===== src/rtl/e1_sig_pkg.sv =====
package e1_sig_pkg;

    // Alignment state of the backplane receiver.
    typedef enum logic [1:0] {
        ST_HUNT  = 2'd0,   // no frame pulse seen since reset
        ST_ARMED = 2'd1,   // pulse seen, waiting for the first data edge
        ST_RUN   = 2'd2    // counters running
    } align_state_t;

endpackage


===== src/rtl/e1_bp_timing.sv =====
module e1_bp_timing
    import e1_sig_pkg::*;
#(
    parameter int BITS_PER_SLOT = 8,
    parameter int SLOTS         = 32,
    parameter int MF_FRAMES     = 16,
    localparam int BW = $clog2(BITS_PER_SLOT),
    localparam int SW = $clog2(SLOTS),
    localparam int FW = $clog2(MF_FRAMES)
) (
    input  logic          clk,
    input  logic          rst_n,
    input  logic          bclk_rise,
    input  logic          bclk_fall,
    input  logic          cfg_data_fall,
    input  logic          cfg_fp_fall,
    input  logic          fp_in,
    output logic          samp_o,
    output logic          octet_done_o,
    output logic [SW-1:0] slot_o,
    output logic [FW-1:0] frame_o
);

    align_state_t  state_q, state_d;
    logic          data_en, fp_en, fp_hit;
    logic          pend_q;
    logic          active, armed, samp, start;
    logic [BW-1:0] bit_q, cur_bit;
    logic [SW-1:0] slot_q, cur_slot;
    logic [FW-1:0] frame_q;
    logic          last_bit, last_slot, frame_begin;

    // Edge selection: each config bit picks one of the two enables.
    always_comb begin
        data_en = cfg_data_fall ? bclk_fall : bclk_rise;
        fp_en   = cfg_fp_fall   ? bclk_fall : bclk_rise;
        fp_hit  = fp_en & fp_in;
    end

    // State register.
    always_ff @(posedge clk or negedge rst_n) begin
        if (!rst_n) state_q <= ST_HUNT;
        else        state_q <= state_d;
    end

    // Transitions: HUNT->ARMED on a sampled pulse, ARMED->RUN on the next data edge.
    always_comb begin
        state_d = state_q;
        unique case (state_q)
            ST_HUNT:  if (fp_hit)  state_d = ST_ARMED;
            ST_ARMED: if (data_en) state_d = ST_RUN;
            ST_RUN:   state_d = ST_RUN;
            default:  state_d = ST_HUNT;
        endcase
    end

    // Per-state outputs.
    always_comb begin
        active = 1'b0;
        armed  = 1'b0;
        unique case (state_q)
            ST_HUNT:  active = 1'b0;
            ST_ARMED: begin active = 1'b1; armed = 1'b1; end
            ST_RUN:   active = 1'b1;
            default:  active = 1'b0;
        endcase
    end

    // A sampled pulse waits here until the next data edge consumes it.
    always_ff @(posedge clk or negedge rst_n) begin
        if (!rst_n) pend_q <= 1'b0;
        else        pend_q <= (pend_q & ~samp) | fp_hit;
    end

    always_comb begin
        samp        = data_en & active;
        start       = samp & pend_q;
        cur_bit     = start ? '0 : bit_q;
        cur_slot    = start ? '0 : slot_q;
        last_bit    = (cur_bit  == BW'(BITS_PER_SLOT - 1));
        last_slot   = (cur_slot == SW'(SLOTS - 1));
        frame_begin = samp & (start | ((cur_bit == '0) && (cur_slot == '0)));
    end

    always_ff @(posedge clk or negedge rst_n) begin
        if (!rst_n) begin
            bit_q  <= '0;
            slot_q <= '0;
        end else if (samp) begin
            bit_q  <= last_bit ? '0 : cur_bit + 1'b1;
            if (last_bit) slot_q <= last_slot ? '0 : cur_slot + 1'b1;
            else          slot_q <= cur_slot;
        end
    end

    always_ff @(posedge clk or negedge rst_n) begin
        if (!rst_n) begin
            frame_q <= '0;
        end else if (frame_begin) begin
            if (armed)                                 frame_q <= '0;
            else if (frame_q == FW'(MF_FRAMES - 1))    frame_q <= '0;
            else                                       frame_q <= frame_q + 1'b1;
        end
    end

    assign samp_o       = samp;
    assign octet_done_o = samp & last_bit;
    assign slot_o       = cur_slot;
    assign frame_o      = frame_q;

endmodule


===== src/rtl/e1_serial_deser.sv =====
module e1_serial_deser #(
    parameter int BITS_PER_SLOT = 8,
    parameter int NIB_W         = 4
) (
    input  logic                     clk,
    input  logic                     rst_n,
    input  logic                     shift_en,
    input  logic                     data_in,
    input  logic                     sig_in,
    output logic [BITS_PER_SLOT-1:0] data_oct,
    output logic [NIB_W-1:0]         sig_nib
);

    logic [BITS_PER_SLOT-2:0] dsh_q, ssh_q;
    logic [BITS_PER_SLOT-1:0] sig_oct;

    // Octet as it stands once the bit on the line is included; earliest bit lands at the MSB.
    always_comb begin
        data_oct = {dsh_q, data_in};
        sig_oct  = {ssh_q, sig_in};
        sig_nib  = sig_oct[NIB_W-1:0];
    end

    always_ff @(posedge clk or negedge rst_n) begin
        if (!rst_n) begin
            dsh_q <= '0;
            ssh_q <= '0;
        end else if (shift_en) begin
            dsh_q <= data_oct[BITS_PER_SLOT-2:0];
            ssh_q <= sig_oct[BITS_PER_SLOT-2:0];
        end
    end

endmodule


===== src/rtl/e1_sig_store.sv =====
module e1_sig_store #(
    parameter int ENTRIES = 32,
    parameter int NIB_W   = 4,
    localparam int IW = $clog2(ENTRIES)
) (
    input  logic             clk,
    input  logic             rst_n,
    input  logic             wr_en,
    input  logic [IW-1:0]    wr_idx,
    input  logic [NIB_W-1:0] wr_nib,
    input  logic [IW-1:0]    rd_a_idx,
    input  logic [IW-1:0]    rd_b_idx,
    output logic [NIB_W-1:0] rd_a,
    output logic [NIB_W-1:0] rd_b
);

    logic [ENTRIES-1:0][NIB_W-1:0] mem_q;

    always_ff @(posedge clk or negedge rst_n) begin
        if (!rst_n) begin
            mem_q <= '0;
        end else begin
            for (int e = 0; e < ENTRIES; e++) begin
                if (wr_en && (wr_idx == IW'(e))) mem_q[e] <= wr_nib;
            end
        end
    end

    always_comb begin
        rd_a = mem_q[rd_a_idx];
        rd_b = mem_q[rd_b_idx];
    end

endmodule


===== src/rtl/e1_tx_sig_insert.sv =====
module e1_tx_sig_insert
    import e1_sig_pkg::*;
#(
    parameter int              BITS_PER_SLOT = 8,
    parameter int              SLOTS         = 32,
    parameter int              MF_FRAMES     = 16,
    parameter int              SIG_SLOT      = 16,
    parameter int              NIB_W         = 4,
    parameter logic [7:0]      MFA_WORD      = 8'h0F,
    localparam int SW = $clog2(SLOTS),
    localparam int FW = $clog2(MF_FRAMES)
) (
    input  logic                     clk,
    input  logic                     rst_n,
    input  logic                     bclk_rise,
    input  logic                     bclk_fall,
    input  logic                     cfg_data_fall,
    input  logic                     cfg_fp_fall,
    input  logic                     cfg_ccs_en,
    input  logic                     cfg_sig_src,
    input  logic                     fp_in,
    input  logic                     data_in,
    input  logic                     sig_in,
    output logic                     oct_valid,
    output logic [SW-1:0]            oct_slot,
    output logic [FW-1:0]            oct_frame,
    output logic [BITS_PER_SLOT-1:0] oct_data
);

    localparam int HALF = SLOTS / 2;

    logic                     samp, done;
    logic [SW-1:0]            slot;
    logic [FW-1:0]            frame;
    logic [BITS_PER_SLOT-1:0] data_oct;
    logic [NIB_W-1:0]         sig_nib, nib_lo_ch, nib_hi_ch;
    logic [SW-1:0]            rd_a_idx, rd_b_idx;
    logic                     cas_on;
    logic [BITS_PER_SLOT-1:0] ts16_word, out_word;

    e1_bp_timing #(
        .BITS_PER_SLOT(BITS_PER_SLOT),
        .SLOTS        (SLOTS),
        .MF_FRAMES    (MF_FRAMES)
    ) u_timing (
        .clk          (clk),
        .rst_n        (rst_n),
        .bclk_rise    (bclk_rise),
        .bclk_fall    (bclk_fall),
        .cfg_data_fall(cfg_data_fall),
        .cfg_fp_fall  (cfg_fp_fall),
        .fp_in        (fp_in),
        .samp_o       (samp),
        .octet_done_o (done),
        .slot_o       (slot),
        .frame_o      (frame)
    );

    e1_serial_deser #(
        .BITS_PER_SLOT(BITS_PER_SLOT),
        .NIB_W        (NIB_W)
    ) u_deser (
        .clk     (clk),
        .rst_n   (rst_n),
        .shift_en(samp),
        .data_in (data_in),
        .sig_in  (sig_in),
        .data_oct(data_oct),
        .sig_nib (sig_nib)
    );

    e1_sig_store #(
        .ENTRIES(SLOTS),
        .NIB_W  (NIB_W)
    ) u_store (
        .clk     (clk),
        .rst_n   (rst_n),
        .wr_en   (done),
        .wr_idx  (slot),
        .wr_nib  (sig_nib),
        .rd_a_idx(rd_a_idx),
        .rd_b_idx(rd_b_idx),
        .rd_a    (nib_lo_ch),
        .rd_b    (nib_hi_ch)
    );

    // Slot 16 assembly: channel k and channel k+16 for frame k, alignment word in frame 0.
    always_comb begin
        rd_a_idx  = SW'(frame);
        rd_b_idx  = SW'(frame) + SW'(HALF);
        cas_on    = !cfg_ccs_en && !cfg_sig_src;
        ts16_word = (frame == '0) ? MFA_WORD : {nib_lo_ch, nib_hi_ch};
        out_word  = (cas_on && (slot == SW'(SIG_SLOT))) ? ts16_word : data_oct;
    end

    always_ff @(posedge clk or negedge rst_n) begin
        if (!rst_n) begin
            oct_valid <= 1'b0;
            oct_slot  <= '0;
            oct_frame <= '0;
            oct_data  <= '0;
        end else begin
            oct_valid <= done;
            if (done) begin
                oct_slot  <= slot;
                oct_frame <= frame;
                oct_data  <= out_word;
            end
        end
    end

endmodule


===== config.mk =====
export PLATFORM = sky130hd
export DESIGN_NAME = e1_tx_sig_insert
export DESIGN_NICKNAME = d
export VERILOG_FILES = /design/src/rtl/e1_sig_pkg.sv /design/src/rtl/e1_bp_timing.sv /design/src/rtl/e1_serial_deser.sv /design/src/rtl/e1_sig_store.sv /design/src/rtl/e1_tx_sig_insert.sv
export SDC_FILE = /design/constraint.sdc
export NUM_CORES = 1
export LEC_CHECK = 0
export BUFFER_PORTS_ARGS = -buffer_cell sky130_fd_sc_hd__buf_2
export CORE_ASPECT_RATIO = 0.8
export CORE_MARGIN = 3
export CORE_UTILIZATION = 45
export DETAILED_ROUTE_END_ITERATION = 6
export PLACE_DENSITY = 0.67
export SETUP_SLACK_MARGIN = 0.3
export SKIP_LAST_GASP = 1
export SLEW_MARGIN = 5
export SYNTH_ARGS = -nofsm -noshare
export SYNTH_HDL_FRONTEND = slang
export SYNTH_SLANG_ARGS = --single-unit

===== constraint.sdc =====
create_clock -name clk -period 4.5 [get_ports clk]
set_input_delay 0.225 -clock clk [delete_from_list [all_inputs] [get_ports clk]]
set_output_delay 0.225 -clock clk [all_outputs]
set_load 0.02 [all_outputs]

Word level (Yosys, flattened, before mapping)
Cells that the tools add are included.
Word-level totals
  register bits after elaboration: 171
  output and inout bits: 18
  logic and storage cells: 158
Cells by class
  $add $sub $neg: 4
  order comparisons: 2
  eq/ne operators: 37
  muxes and demuxes: 20
  bitwise operators: 9
  reduce and logical (&&, ||, !) cells: 43
Operators with widths (number)
  $eq A5 B5 Y1 const B: 16
  $eq A5 B4 Y1 const B: 8
  $logic_and A1 B1 Y1: 35
  $bmux W4 S5: 1
  $eq A5 B3 Y1 const B: 4
  $bmux W4 S4: 1
  $mux W4: 4
  $mux W8: 2
  $mux W5: 3
  $eq A5 B2 Y1 const B: 2
  $and A1 B1 Y1: 6
  $lt A4 B6 Y1 const B: 1
  $lt A5 B6 Y1 const B: 1
  $mux W3: 2
  $pmux W2 S3: 1
  $add A4 B5 Y5 const B: 1
  $add A5 B1 Y5 const B: 1
  $eq A5 B1 Y1 const B: 1
  $logic_not A5 Y1: 1
  $add A4 B1 Y4 const B: 1
  $eq A4 B4 Y1 const B: 1
  $logic_not A4 Y1: 1
  $mux W1: 4
  $mux W2: 2
  12 further kinds: 15

Depth between registers and ports, before layout
Gate-level depths: netlist (run 1).
  word-level depth: 10
  depth in mapped cells: 15
  gate-level depth less buffers: 14

Cells and area by module
A second synthesis (run 1) with hierarchy kept.
Second synthesis, totals
  cell total of the unflattened synthesis: 599
  area, all modules: 9150.0 um^2
By module, submodules not included
  e1_sig_store: times used 1, cells an instance 422, area each 6937.9 um^2
  e1_bp_timing: times used 1, cells an instance 100, area each 1017.2 um^2
  e1_tx_sig_insert: times used 1, cells an instance 54, area each 768.2 um^2
  e1_serial_deser: times used 1, cells an instance 23, area each 426.7 um^2

Least setup slack after synthesis (run 1)
OpenSTA, ideal clock, no wires.
  path type: flip-flop to flip-flop
  from: register u_timing.state_q[0]
  to: register u_store.mem_q[44] (netlist name)
  library setup time: 0.125 ns
  arrival: 2.936 ns
  data required time: 4.375 ns
  path slack: 1.439 ns
  stages on the path, launching flop included: 15
  path buffers: 2
  clock period less this slack: 3.061 ns
  path through: dfrtp_1 > inv_1 > ha_1 > and2_1 > nand2_1 > clkbuf_1 > nand2_1 > inv_1 > ha_1 > ha_1 > nand3_1 > buf_4 > nor3b_2 > and3b_1 > mux2_2
Between the ends
  longest elaborated chain between the ends: 9
RTL lines
  from (decl): line e1_bp_timing.sv:24  | align_state_t state_q, state_d;
  from (signal assigned): line e1_bp_timing.sv:43  | else state_q <= state_d;
  $eq A2 B1 Y1 or $eq A2 B2 Y1 (tied branches): line e1_bp_timing.sv:61  | unique case (state_q)
  $reduce_or A2 Y1 (no line) *
  $mux W1 *: line e1_bp_timing.sv:61
  $and A1 B1 Y1 *: line e1_bp_timing.sv:76  | samp = data_en & active;
  $and A1 B1 Y1: line e1_bp_timing.sv:77  | start = samp & pend_q;
  $mux W3: line e1_bp_timing.sv:78  | cur_bit = start ? '0 : bit_q;
  $eq A3 B3 Y1: line e1_bp_timing.sv:80  | last_bit = (cur_bit == BW'(BITS_PER_SLOT - 1));
  $and A1 B1 Y1: line e1_bp_timing.sv:107  | assign octet_done_o = samp & last_bit;
  $logic_and A1 B1 Y1 *: line e1_sig_store.sv:24  | if (wr_en && (wr_idx == IW'(e))) mem_q[e] <= wr_nib;
  to (signal, indexed assignment): line e1_sig_store.sv:24
  to (decl): line e1_sig_store.sv:17  | logic [ENTRIES-1:0][NIB_W-1:0] mem_q;
Every way passes the cells marked *; elsewhere a longest branch is shown, timed or not.
A chain may end at the register's enable or synchronous reset.

Worst setup path after layout (run 1)
  from: register u_timing.state_q[0]
  to: register u_store.mem_q[59] (netlist name)
Same word-level chain as after synthesis.

==> results of run 1 <==
[through the flow]
step	instance area, µm²	cells	total power (W)	util, %	setup slack, ns
after global routing	9020	922	0.00436	51.4	0.318
after detailed placement	8450	888	0.00283	48.2	0.634
after floorplan	8130	665	0.00250	-	1.44
after CTS	9020	922	0.00420	51.4	0.627
after global placement	8450	888	0.00280	48.2	0.774
final	9020	922	0.00418	51.4	0.555
[final cells by class]
class	count	share of cell area, %
well taps	225	3.12
repair buffers	38	2.51
inverters	12	0.499
clock inverters	14	1.25
flip-flops and latches	171	47.4
clock buffers	18	4.87
multi-input cells	444	40.3
[repair_timing]
item                                   4_1_cts  5_1_grt
setup buffers                                0        0
endpoints found under the hold margin       89        0
hold buffers                                 2        0
[critical path, delay by kind of cell, from the launching register on]
| kind | cells | cell delay (ns) |
|---|---|---|
| DFF | 1 | 0.39 |
| muxes | 1 | 0.38 |
| and+or+nand+nor | 6 | 1.86 |
| adders and majority gates | 3 | 0.75 |
| buffers and inverters | 3 | 0.43 |
[synthesized netlist by cell type, types with 8 or more instances]
master    count  area [µm²]
nand2_1      83         312
inv_1        11        41.3
clkbuf_1     26        97.6
nor2_1       34         128
o21ai_0      22         110
mux2i_1      49         490
mux4_2        8         180
mux2_2      131        1480
ha_1         15         188
o22ai_1      22         138
nand3_1       8        40.0
dfrtp_1     171        4280
[cell families after synthesis]
kind of cell,Yosys count
AO/OA/AOI/OAI,77
buffers and inverters,50
adder cells (fa/ha/maj),15
multiplexers,188
flip-flops,171
AND/OR/NAND/NOR,164
[metal layers]
| metal | vias to the layer above | part of all wire, % | global-route usage (%) |
|---|---|---|---|
| met1 | 2789 | 50 | 30.2 |
| met2 | 143 | 44 | 30.5 |
| met4 | 2 | 1.4 | 5.40 |
| met3 | 21 | 4.8 | 4.36 |
| li1 | 2412 | - | - |
| met5 | - | 0.067 | 0 |
[where the power goes]
group / switching [W] / total [W] / internal, W
combinational: 0.000555 / 0.000899 / 0.000345
sequential: 0.000237 / 0.00190 / 0.00167
clock: 0.000644 / 0.00137 / 0.000731
[how the worst max path moves through the flow]
stage / from / endpoint / slack (ns) / depth (start not counted)
after floorplan: u_timing.state_q[0]$_DFFE_PN0P_ / u_store.mem_q[44]$_DFFE_PN0P_ / 1.44 / 14
after global placement: u_timing.state_q[0]$_DFFE_PN0P_ / u_store.mem_q[54]$_DFFE_PN0P_ / 0.77 / 13
after detailed placement: u_timing.state_q[0]$_DFFE_PN0P_ / u_store.mem_q[50]$_DFFE_PN0P_ / 0.63 / 13
after CTS: u_timing.state_q[0]$_DFFE_PN0P_ / u_store.mem_q[53]$_DFFE_PN0P_ / 0.63 / 13
after global routing: u_timing.state_q[0]$_DFFE_PN0P_ / u_store.mem_q[113]$_DFFE_PN0P_ / 0.32 / 13
final: u_timing.state_q[0]$_DFFE_PN0P_ / u_store.mem_q[59]$_DFFE_PN0P_ / 0.55 / 13
[flip-flops by register name (all words and copies together) (netlist names)]
register	flops
u_timing.state_q	2
oct_slot	5
u_deser.ssh_q	3
oct_data	8
oct_frame	4
u_timing.pend_q	1
u_store.mem_q	128
oct_valid	1
u_deser.dsh_q	7
u_timing.bit_q	3
u_timing.slot_q	5
u_timing.frame_o	4
==> impl_metrics.tcl, run 1 <==
set metrics [dict create \
    status "completed" \
    core.rowCount 43 \
    whs_ns 0.0302 \
    synth_xor_area_share_pct 0 \
    timing.rr.start "u_timing.state_q[0]$_DFFE_PN0P_" \
    postRouteAntennaNets 0 \
    syn_to_final_growth_pct 11.1 \
    synth-seq-cells 171 \
    final_nets 710 \
    synth_top_family_by_area "multiplexers" \
    fmax_ghz 0.253 \
    num_antenna_cells 0 \
    ys_async_sr_fraction_pct 100 \
    total_leakage_power_nw 4.38 \
    synth_seq_area_share_pct 52.7 \
    drc 0 \
    fin_setup_tns_ns 0 \
    wl_um 19300 \
    htree_levels 4 \
    fp.dieH_um 126 \
    pin_count 29 \
    die-area_mm2 0.0197 \
    slowest_stage "nand4_1" \
    synth_fa_ha_area_share_pct 2.31 \
    slew_viol_final 0 \
    num_vias 5367 \
    final_cell_mix "dfrtp_1, mux2_2, nand2_1" \
    hpwlAfterDp_um 13100 \
    synth_mux_area_share_pct 26.4 \
    hold_start "fp_in" \
    port_buffers 28 \
    die_w_um 156 \
    crit_chain "inv_1 -> ha_1 -> and2_1 -> nand2_1 -> nand2_1 -> inv_1 -> ha_1 -> ha_1 -> nand3_1 -> inv_2 -> nand4_1 -> nor2_1 -> mux2_2" \
    grt_pass1_vias 5526 \
    tritoncts "done" \
    worst_setup_path_start_kind "flop" \
    start_util_pct 46.3 \
    cp_max_fo 16 \
    crit_required_ns 4.81 \
    drive_gt1_share_pct 30.8 \
    synthesis.nets 691 \
    drt_iter0_markers 468 \
    clkSinkCount 171 \
    setup_violations 0 \
    syn_avg_cell_area_um2 12.2 \
    min_period_ns 3.95 \
    wl_per_cell_um 20.9 \
    holdPathStages 3 \
    worstHoldEndpoint "u_timing.pend_q$_DFF_PN0_" \
    avgViaCountPerCell 5.82 \
    peakVddDrop_mv 0.270 \
    worstSetupPathType "flop to flop" \
    fin_crit_sh_pct 87.7 \
    yosys.area_share.simple_pct 10.0 \
    crit_path_frequent_cell "ha_1" \
    yosys_warnings 0 \
    worstSetupEndpointType "flop" \
    synth-compound-area-share_pct 6.04 \
    cts_buffer_depth 2 \
    ff_latch_area_mm2 0.00428 \
    synth_cell_types 51 \
    slew_headroom_pct 13.3 \
    synth_area_mm2 0.00813 \
    multiInputGateArea_mm2 0.00364 \
    final_common_cell "dfrtp_1" \
    synth_ff_type "dfrtp_1" \
    grt_usage_pct 20.4 \
    grt_overflow 0 \
    reg2regPathDepth 13 \
    hold_class "primary input to flop" \
    nFillCells 1484 \
    rsz0062_at_grt "false" \
    root_buffer "clkbuf_16" \
    r2r_slack_ns 0.55 \
    firstDrtPassIters 5 \
    cts_made_buffers 17 \
    postSynthCellCount 665 \
    antenna_found_initial 1 \
    synth_edf_count 0 \
    critPathMaxStageDelay_ns 0.51 \
    cap_violations 0 \
    grt_pass1_wl_um 31300 \
    place_congestion 0.902 \
    finClkSkew_ns 0.00802 \
    core_area_mm2 0.0175 \
    grt_max_degree 91 \
    worst_pin_slew_ns 1.30 \
    finalHoldViolations 0 \
    p_per_area_mw_per_mm2 463 \
    clkTransAtPathRegs_ns 0.07 \
    arrival_ns 4.26 \
    clkLatencyLatePin_ns 0.43 \
    cts_resized 0 \
    r2r_end "u_store.mem_q[59]$_DFFE_PN0P_" \
]
Note: power is estimated with default switching activity, not from simulation.
==> run 2: changes to the inputs <==
--- a/config.mk
+++ b/config.mk
@@ -9,6 +9,7 @@
 export CORE_ASPECT_RATIO = 0.8
 export CORE_MARGIN = 3
 export CORE_UTILIZATION = 45
+export CTS_BUF_LIST = sky130_fd_sc_hd__clkbuf_16
 export DETAILED_ROUTE_END_ITERATION = 6
 export PLACE_DENSITY = 0.67
 export SETUP_SLACK_MARGIN = 0.3
==> run 2 against run 1 <==
Compared with the run above: first-iteration DRC count fell by 6.2%; hold slack improved by 0.0030 ns; cell count did not move; critical path type unchanged; clock power barely moved; register-to-register slack improved by 0.02 ns; die area did not move; sequential power barely moved; sequential cell count did not move; count of clock-buffer cells in the layout fell by 1.
==> impl_metrics.tcl, run 2 (synthesis results as in run 1) <==
set metrics [dict create \
    hpwlAfterDp_um 13100 \
    total_leakage_power_nw 4.37 \
    grt_max_degree 91 \
    core_area_mm2 0.0175 \
    start_util_pct 46.3 \
    fin_setup_tns_ns 0 \
    r2r_slack_ns 0.57 \
    top_regs "u_store.mem_q (128), oct_data (8), u_deser.dsh_q (7)" \
    clkLatencyLatePin_ns 0.43 \
    worstSetupEndpointType "flop" \
    setup_violations 0 \
    timing.rr.start "u_timing.state_q[0]$_DFFE_PN0P_" \
    drc 0 \
    slew_headroom_pct 14.0 \
    htree_levels 4 \
    num_antenna_cells 0 \
    place_congestion 0.902 \
    r2r_end "u_store.mem_q[59]$_DFFE_PN0P_" \
    firstDrtPassIters 5 \
    worst_pin_slew_ns 1.29 \
    final_cells 922 \
    cts_made_buffers 17 \
    peakVddDrop_mv 0.269 \
    port_buffers 28 \
    slew_viol_final 0 \
    fmax_ghz 0.255 \
    final_cell_mix "dfrtp_1, mux2_2, nand2_1" \
    avgViaCountPerCell 5.84 \
    worst_setup_path_start_kind "flop" \
    fp.dieH_um 126 \
    largest_reg_flops 128 \
    regMostFlops "u_store.mem_q" \
    crit_chain "inv_1 -> ha_1 -> and2_1 -> nand2_1 -> nand2_1 -> inv_1 -> ha_1 -> ha_1 -> nand3_1 -> inv_2 -> nand4_1 -> nor2_1 -> mux2_2" \
    min_period_ns 3.93 \
    tritoncts "done" \
    hold_class "primary input to flop" \
    slowest_stage "nand4_1" \
    crit_path_end "u_store.mem_q[59]$_DFFE_PN0P_" \
    post_cts_buffers 0 \
    grt_pass1_vias 5520 \
    wl_um 19300 \
    pin_count 29 \
    status "completed" \
    finalHoldViolations 0 \
    syn_to_final_growth_pct 10.9 \
    critPathMaxStageDelay_ns 0.50 \
    arrival_ns 4.24 \
    clkTransAtPathRegs_ns 0.07 \
    num_vias 5388 \
    cts_buffer_depth 2 \
    wl_per_cell_um 20.9 \
    p_per_area_mw_per_mm2 462 \
    reg2regPathDepth 13 \
    grt_overflow 0 \
    cap_violations 0 \
    crit_path_frequent_cell "ha_1" \
    die-area_mm2 0.0197 \
    drive_gt1_share_pct 30.7 \
    root_buffer "clkbuf_16" \
    finClkSkew_ns 0.00790 \
    die_w_um 156 \
    dpl.cell_count 888 \
    cp_max_fo 16 \
    worstSetupPathType "flop to flop" \
    drt_iter0_markers 439 \
    final_nets 710 \
    postRouteAntennaNets 0 \
    grt_pass1_wl_um 31300 \
    rsz0062_at_grt "false" \
    clkSinkCount 171 \
    fin_crit_sh_pct 87.3 \
    whs_ns 0.0332 \
    startpoint "u_timing.state_q[0]$_DFFE_PN0P_" \
    crit_required_ns 4.81 \
    antenna_found_initial 1 \
    core.rowCount 43 \
    grt_usage_pct 20.4 \
    final_common_cell "dfrtp_1" \
]
## run 2: power by group
group          switching [W]  internal (W)  total, W
sequential          0.000237       0.00167   0.00190
combinational       0.000558      0.000345  0.000903
clock               0.000641      0.000714   0.00135
total                0.00144       0.00273   0.00416
## run 2: how the worst min path moves through the flow
stage | start | end | slack [ns] | cells past startpoint
finish | fp_in | u_timing.pend_q$_DFF_PN0_ | 0.03 | 3
global route | fp_in | u_timing.pend_q$_DFF_PN0_ | 0.05 | 3
CTS | fp_in | u_timing.pend_q$_DFF_PN0_ | 0.02 | 3
detailed placement | rst_n | u_timing.frame_o[2]$_DFFE_PN0P_ | 0.34 | 1
global placement | rst_n | u_timing.frame_o[1]$_DFFE_PN0P_ | 0.33 | 1
floorplan | rst_n | oct_data[0]$_DFFE_PN0P_ | -0.07 | 0
## run 2: cell type report
class                   instances  area [µm²]
clock buffers                  17         425
clock inverters                15         116
fillers                      1486        8530
inverters                      12        45.0
multi-input cells             444        3640
flip-flops and latches        171        4280
well taps                     225         282
repair buffers                 38         226
## run 2: metal layers
layer / share of wire [%] / GRT usage [%] / vias up / routed length (µm)
li1: - / - / 2415 / -
met3: 4.7 / 4.36 / 24 / 903
met2: 44 / 30.5 / 145 / 8520
met5: 0.067 / 0 / - / 13
met1: 49 / 30.3 / 2802 / 9530
met4: 1.6 / 5.40 / 2 / 308
## run 2: per-stage QoR
step / setup WS, ns / total power [W] / area [µm²] / util [%]
2_1_floorplan: 1.44 / 0.00250 / 8130 / -
3_3_place_gp: 0.774 / 0.00280 / 8450 / 48.2
3_5_place_dp: 0.634 / 0.00283 / 8450 / 48.2
4_1_cts: 0.627 / 0.00418 / 9010 / 51.4
6_report: 0.573 / 0.00416 / 9010 / 51.4
5_1_grt: 0.318 / 0.00434 / 9010 / 51.4
## run 2: worst max-delay path: cells and delay by family (launching register included)
kind          cells  cell delay, ns
simple gates      6            1.85
fa+ha+maj         3            0.75
buf+inv           3            0.43
flops             1            0.39
mux               1            0.38
## run 2: what timing repair did
item	4_1_cts	5_1_grt
hold buffers	2	0
resized for setup	0	0
hold endpoints to repair	89	0
